`config.mk`:
```
export PLATFORM = sky130hd
export DESIGN_NAME = pga_gain_stepper
export DESIGN_NICKNAME = d
export VERILOG_FILES = /design/src/rtl/pga_gain_stepper.sv
export SDC_FILE = /design/constraint.sdc
export NUM_CORES = 1
export LEC_CHECK = 0
export BUFFER_PORTS_ARGS = -buffer_cell sky130_fd_sc_hd__buf_2
export CORE_ASPECT_RATIO = 0.7
export CORE_MARGIN = 2
export CORE_UTILIZATION = 45
export CTS_CLUSTER_DIAMETER = 100
export CTS_CLUSTER_SIZE = 25
export DETAILED_ROUTE_END_ITERATION = 12
export PLACE_DENSITY_LB_ADDON = 0.12
export SETUP_SLACK_MARGIN = 0.4
export SYNTH_ARGS = -nofsm -noshare
export SYNTH_HDL_FRONTEND = slang
export SYNTH_SLANG_ARGS = --single-unit
```
`constraint.sdc`:
```
create_clock -name clk -period 21.5 [get_ports clk]
set_input_delay 1.075 -clock clk [delete_from_list [all_inputs] [get_ports clk]]
set_output_delay 1.075 -clock clk [all_outputs]
set_load 0.01 [all_outputs]
```
`src/rtl/pga_gain_stepper.sv`:
```
module pga_gain_stepper #(
  parameter int GW = 7,
  parameter int DW = 16,
  parameter int OFFSET_CODES = 12
) (
  input  logic                 clk,
  input  logic                 rst_n,
  input  logic                 sample_strobe,
  input  logic                 pga_en,
  input  logic                 auto_en,
  input  logic [GW-1:0]        fixed_gain,
  input  logic [GW-1:0]        agc_gain,
  input  logic [1:0]           res_sel,
  input  logic                 mute,
  input  logic signed [DW-1:0] sample_in,
  output logic [GW-1:0]        gain_code,
  output logic                 gain_settled,
  output logic signed [DW-1:0] sample_out
);
  localparam int MAXCODE = (1 << GW) - 1;
  localparam int MAXSH   = MAXCODE / 12;
  localparam int SHW     = $clog2(MAXSH + 1) + 1;
  localparam int PW      = DW + 11 + MAXSH;
  localparam int SW      = GW + 2;

  logic [GW-1:0]        request;
  logic signed [SW-1:0] offset, shifted;
  logic [GW-1:0]        target;

  assign request = auto_en ? agc_gain : fixed_gain;

  always_comb begin
    case (res_sel)
      2'b01:   offset = SW'(OFFSET_CODES);
      2'b11:   offset = -SW'(OFFSET_CODES);
      default: offset = '0;
    endcase
  end

  assign shifted = $signed({2'b00, request}) + offset;

  always_comb begin
    if (!pga_en)                            target = '0;
    else if (shifted < 0)                   target = '0;
    else if (shifted > SW'(MAXCODE))        target = GW'(MAXCODE);
    else                                    target = shifted[GW-1:0];
  end

  assign gain_settled = (gain_code == target);

  always_ff @(posedge clk) begin
    if (!rst_n)                  gain_code <= '0;
    else if (!pga_en)            gain_code <= '0;
    else if (sample_strobe) begin
      if (gain_code < target)      gain_code <= gain_code + 1'b1;
      else if (gain_code > target) gain_code <= gain_code - 1'b1;
    end
  end

  logic [3:0]           frac;
  logic [SHW-1:0]       whole;
  logic [9:0]           mant;
  logic signed [PW-1:0] prod, scaled;
  logic signed [DW-1:0] sat;

  assign frac  = 4'(gain_code % 12);
  assign whole = SHW'(gain_code / 12);

  always_comb begin
    case (frac)
      4'd0:    mant = 10'd256;
      4'd1:    mant = 10'd271;
      4'd2:    mant = 10'd287;
      4'd3:    mant = 10'd304;
      4'd4:    mant = 10'd323;
      4'd5:    mant = 10'd342;
      4'd6:    mant = 10'd362;
      4'd7:    mant = 10'd384;
      4'd8:    mant = 10'd406;
      4'd9:    mant = 10'd431;
      4'd10:   mant = 10'd456;
      default: mant = 10'd483;
    endcase
  end

  assign prod   = PW'(sample_in) * $signed(PW'({1'b0, mant}));
  assign scaled = (prod <<< whole) >>> 8;

  always_comb begin
    if (scaled > PW'((1 << (DW - 1)) - 1))   sat = {1'b0, {(DW-1){1'b1}}};
    else if (scaled < -PW'(1 << (DW - 1)))   sat = {1'b1, {(DW-1){1'b0}}};
    else                                     sat = scaled[DW-1:0];
  end

  always_ff @(posedge clk) begin
    if (!rst_n)                       sample_out <= '0;
    else if (sample_strobe && !mute)  sample_out <= sat;
  end
endmodule


```
==> results of run 1 <==
==> layer usage <==
metal / track usage (%) / vias to the layer above
li1: - / 4138
met1: 35.6 / 4138
met2: 36.2 / 180
met3: 2.01 / 9
met4: 0.972 / 0
met5: 0 / -
==> layout make-up <==
type	count	area, sq um
inverter	177	664
clock inverter	1	5.00
tap	276	345
fill	2097	10600
clock buffer	3	75.1
timing repair buffer	71	380
sequential	23	460
multi-input combinational	947	8060
==> kinds of logic (layout without fill, tap and decap cells) <==
family	count (synthesis)	in the layout	share of synthesized area, %
simple gates	373	373	19.1
compound gates	306	306	22.0
buf+inv	230	252	9.53
fa+ha+maj	212	212	38.6
xor+xnor	28	28	2.61
mux	28	28	3.17
flops	23	23	4.90
==> stage by stage <==
stage / std cells / hold WS, ns / area, sq um / worst slack [ns]
detailed placement: 1494 / 0.469 / 9910 / 11.18
CTS: 1498 / 0.481 / 9990 / 11.10
finish: 1498 / 0.480 / 9990 / 11.03
global placement: 1494 / 0.466 / 9910 / 11.43
global route: 1498 / 0.528 / 9990 / 10.30
floorplan: 1200 / 0.501 / 9390 / 12.42
==> cell usage in the layout (no fill, tap or decap), drive strengths merged, types with 9 or more instances in the layout <==
| master | n |
|---|---|
| xnor2 | 21 |
| nand2 | 164 |
| nor3 | 11 |
| nand3 | 27 |
| buf | 71 |
| ha | 81 |
| fa | 130 |
| and3 | 9 |
| and2 | 52 |
| o21a | 10 |
| a211o | 9 |
| o211ai | 9 |
| dfxtp | 23 |
| o22ai | 26 |
| o21ai | 63 |
| mux2i | 17 |
| nor2 | 51 |
| a21oi | 66 |
| a31oi | 17 |
| nand2b | 19 |
| inv | 177 |
| mux2 | 11 |
| a21o | 20 |
| a211oi | 18 |
==> final timing paths <==
path | start | to | slack (ns)
hold reg to reg | sample_out[15] | sample_out[15] | 0.48
setup reg to reg | gain_code[5] | sample_out[12] | 11.03
setup / recovery | gain_code[5] | sample_out[12] | 11.03
hold / removal | sample_out[15] | sample_out[15] | 0.48
==> flip-flops by register name (all words and copies together) (netlist names) <==
signal and flops:
sample_out 16, gain_code 7
==> worst reg2reg max path: cells and delay by family, from the launching register on <==
| kind | cells | cell delay [ns] |
|---|---|---|
| buffers and inverters | 3 | 0.14 |
| muxes | 1 | 0.39 |
| AOI/OAI and AO/OA | 10 | 3.12 |
| adders and majority gates | 7 | 3.46 |
| xor gates and xnor gates | 1 | 0.59 |
| DFF | 1 | 0.67 |
| and+or+nand+nor | 8 | 1.98 |
==> flow_metrics.py, run 1 <==
metrics = {
    "floorplanning": {
        "die-area_sq_um": 22100,
        "rows": 44,
        "core_area_sq_um": 20600,
        "dieHeight_um": 125,
        "start_util_pct": 45.6,
        "dieWidth_um": 177,
        "io_pins": 62,
    },
    "timing": {
        "hold_violations": 0,
        "clock-skew-final_ns": 0.00567,
        "final_max_slew_viol_count": 0,
        "tightestPinTransition_ns": 1.16,
        "fin_crit_sh_pct": 48.7,
        "setup_viol": 0,
        "max_clock_freq_ghz": 0.0955,
        "slew_headroom_pct": 22.5,
        "rsz0062_at_grt": "no",
        "period_minus_slack_ns": 10.47,
        "fin_setup_tns_ns": 0,
    },
    "clock_tree": {
        "cts_buffers": 3,
        "clock-sinks": 23,
        "cts.path.max_buffers": 2,
        "clock_latency_ns": 0.27,
        "htree_levels": 1,
        "cts_tree": "yes",
        "cts_resized": 0,
        "hold_buffers": 0,
        "postCtsSetupRepairBufs": 0,
        "clockRootBuffer": "clkbuf_16",
        "cts.reportedPaths.clkPinSlew_ns": 0.07,
    },
    "setup_path": {
        "cp_data_arrival_time_ns": 10.62,
        "critPathBufInv": 3,
        "cp_slowest_stage_delay_ns": 0.76,
        "reg2reg_depth": 30,
        "path_common_cell": "fa_1",
        "worstSetupPathType": "reg2reg",
        "crit_family": "adder cells",
        "cp_slowest_cell": "o22ai_2",
        "endpoint_kind": "register",
        "critPathMaxFanout": 18,
        "required_ns": 21.64,
        "cp-start-kind": "register",
        "critical_path_cell_count": 30,
    },
    "logic_synthesis": {
        "ys_seq_elements": 23,
        "yosysMostFrequentCell": "inv_1",
        "synth_cell_types": 82,
        "syn_avg_cell_area_sq_um": 7.82,
        "netlist_area_sq_um": 9390,
        "synth_edf_count": 0,
        "synth_ff_type": "dfxtp_1",
        "syn-num-nets": 1449,
        "yosys_warnings": 0,
        "yosysTopAreaCell": "fa_1",
        "async_flop_share_pct": 0,
        "synthTopCellsByCount": "177 x inv_1, 163 x nand2_1, 130 x fa_1",
        "syn_inst": 1200,
        "synth_top_area_share_pct": 27.7,
        "ys_seq_area_share_pct": 4.90,
        "synth_area_leaders": "fa_1 28%, ha_1 11%, inv_1 7.1%",
    },
    "hold_path": {
        "min_path_cells": 2,
        "min_path_type": "reg2reg",
    },
    "global_route": {
        "grt-ovfl-total": 0,
        "grt_max_degree": 37,
        "grt.total_usage_pct": 22.9,
        "antenna_found_initial": 0,
        "grt_pass1_wl_um": 42000,
        "grt_pass1_vias": 8287,
    },
    "route": {
        "met3_length_um": 1010,
        "dr.pass1.iters": 6,
        "drt-initial-drc-count": 708,
        "ant_nets": 0,
        "via_count": 8465,
        "wl_met2_um": 10800,
        "drt-total-wl_um": 24200,
        "via_per_inst": 5.65,
        "wl_met1_um": 12400,
        "drc": 0,
        "top_layer_used": "met4",
        "routedWlPerCell_um": 16.2,
    },
    "place": {
        "gp_congestion": 0.918,
        "detailed_place_hpwl_um": 19900,
        "portBuffers": 61,
    },
    "final_layout": {
        "drive_above_1_share_pct": 8.51,
        "final_nets": 1472,
        "syn2layout_area_growth_pct": 6.37,
        "num_antenna_cells": 0,
        "utilization_pct": 48.5,
    },
    "run_status": {
        "outcome": "complete, no violations",
    },
    "job": {
        "maxCapViolations": 0,
    },
}
Power of run 1 is not shown: default switching activity piles up to over one toggle a cycle in this logic, so the estimate is an artifact.
==> run 2, diff against run 1 <==
==> constraint.sdc (replaced) <==
create_clock -name clk -period 10.7 [get_ports clk]
set_input_delay 0.535 -clock clk [delete_from_list [all_inputs] [get_ports clk]]
set_output_delay 0.535 -clock clk [all_outputs]
set_load 0.01 [all_outputs]
==> flow_metrics.py, run 2 (synthesized netlist as in run 1, its figures left out) <==
metrics = {
    "run_status": {
        "outcome": "complete, no violations",
    },
    "global_route": {
        "grt.total_usage_pct": 22.5,
        "grt_pass1_wl_um": 41100,
        "antenna_found_initial": 0,
        "grt-ovfl-total": 0,
        "grt_max_degree": 37,
        "grt_pass1_vias": 8226,
    },
    "final_layout": {
        "fin_cells": 1505,
        "final_common_cell": "inv_1",
        "layout_common_cells": "177 x inv_1, 163 x nand2_1, 130 x fa_1",
        "final_nets": 1479,
        "num_antenna_cells": 0,
        "reg_top3": "sample_out: 16 flops, gain_code: 7 flops",
        "drive_above_1_share_pct": 9.19,
        "utilization_pct": 48.8,
        "largest_reg_flops": 16,
        "registers.top_by_ff_count": "sample_out",
        "syn2layout_area_growth_pct": 7.00,
    },
    "route": {
        "via_per_inst": 5.69,
        "ant_nets": 0,
        "drc": 0,
        "drt-total-wl_um": 24100,
        "via_count": 8562,
        "drt-initial-drc-count": 512,
        "routedWlPerCell_um": 16.0,
        "dr.pass1.iters": 5,
    },
    "hold_path": {
        "holdPathEnd": "sample_out[15]",
        "min_path_type": "reg2reg",
        "min_path_cells": 2,
        "worstHoldStart": "sample_out[15]",
    },
    "place": {
        "portBuffers": 61,
        "detailed_place_hpwl_um": 19500,
        "gp_congestion": 0.903,
        "place_inst": 1501,
    },
    "clock_tree": {
        "cts.path.max_buffers": 2,
        "htree_levels": 1,
        "clock-sinks": 23,
        "postCtsSetupRepairBufs": 0,
        "clockRootBuffer": "clkbuf_16",
        "cts_tree": "yes",
        "clock_latency_ns": 0.27,
        "cts.reportedPaths.clkPinSlew_ns": 0.07,
        "cts_buffers": 3,
    },
    "setup_path": {
        "endpoint_kind": "register",
        "regToRegSetupSlack_ns": 1.08,
        "path_common_cell": "fa_1",
        "worstSetupPathType": "reg2reg",
        "cp_slowest_stage_delay_ns": 0.55,
        "cp-startpoint": "gain_code[5]",
        "required_ns": 10.84,
        "cp-start-kind": "register",
        "timing.rr.start": "gain_code[5]",
        "reg2reg_depth": 31,
        "cp_slowest_cell": "fa_1",
        "reg2reg_to": "sample_out[5]",
        "critPathMaxFanout": 18,
        "cp_data_arrival_time_ns": 9.76,
    },
    "floorplanning": {
        "io_pins": 62,
        "start_util_pct": 45.6,
        "core_area_sq_um": 20600,
        "dieHeight_um": 125,
        "rows": 44,
        "dieWidth_um": 177,
        "die-area_sq_um": 22100,
    },
    "job": {
        "maxCapViolations": 0,
    },
    "timing": {
        "final_max_slew_viol_count": 0,
        "slew_headroom_pct": 32.9,
        "max_clock_freq_ghz": 0.104,
        "period_minus_slack_ns": 9.62,
        "tightestPinTransition_ns": 1.00,
        "hold_violations": 0,
        "holdWs_ns": 0.478,
        "setup_viol": 0,
        "fin_crit_sh_pct": 89.9,
        "fin_setup_tns_ns": 0,
        "clock-skew-final_ns": 0.0108,
        "rsz0062_at_grt": "no",
    },
}
[run 2: changes by cell type in the layout (fill, tap and decap cells not counted), sizes merged]
cell | previous run | this run
buf | 71 | 78
[run 2: worst max-delay path: cells and delay by family (launching register included)]
family                     cells  cell delay (ns)
DFF                            1             0.51
and+or+nand+nor                8             1.81
muxes                          1             0.38
AOI/OAI and AO/OA             10             2.57
adders and majority gates      7             3.44
buffers and inverters          4             0.42
xor gates and xnor gates       1             0.34
[run 2: per-stage QoR]
step,area (sq um),worst slack (ns)
final,10000,1.08
after global routing,10000,0.534
after CTS,10000,0.563
after detailed placement,9940,0.584
after floorplan,9390,1.62
after global placement,9940,0.854
[run 2: routing by layer]
metal  vias to the layer above  part of all wire [%]  track usage, %
met1                      4212                    51            34.6
li1                       4144                     -               -
met3                         8                   4.4            2.47
met4                         0                  0.53            1.60
met2                       198                    44            35.1
met5                         -                     0               0
[run 2: how the worst max path moves through the flow]
stage,end,slack [ns],cells after the start
6_report,sample_out[5],1.08,31
3_3_place_gp,sample_out[13],0.85,29
3_5_place_dp,sample_out[5],0.58,29
4_1_cts,sample_out[5],0.56,29
2_1_floorplan,sample_out[14],1.62,35
5_1_grt,sample_out[7],0.53,31
[run 2: cell type report]
| type | count | area, sq um |
|---|---|---|
| clock buffers | 3 | 75.1 |
| inverters | 177 | 664 |
| fillers | 2064 | 10500 |
| flip-flops and latches | 23 | 463 |
| repair buffers | 78 | 433 |
| multi-input cells | 947 | 8060 |
| clock inverters | 1 | 5.00 |
| well taps | 276 | 345 |
[run 2: timing repair]
item                       CTS  global route
hold buffers                 0             0
hold endpoints to repair     0             0
setup endpoints to repair    0            15
resized for setup            0             6
Power of run 2 is left out for the same reason.
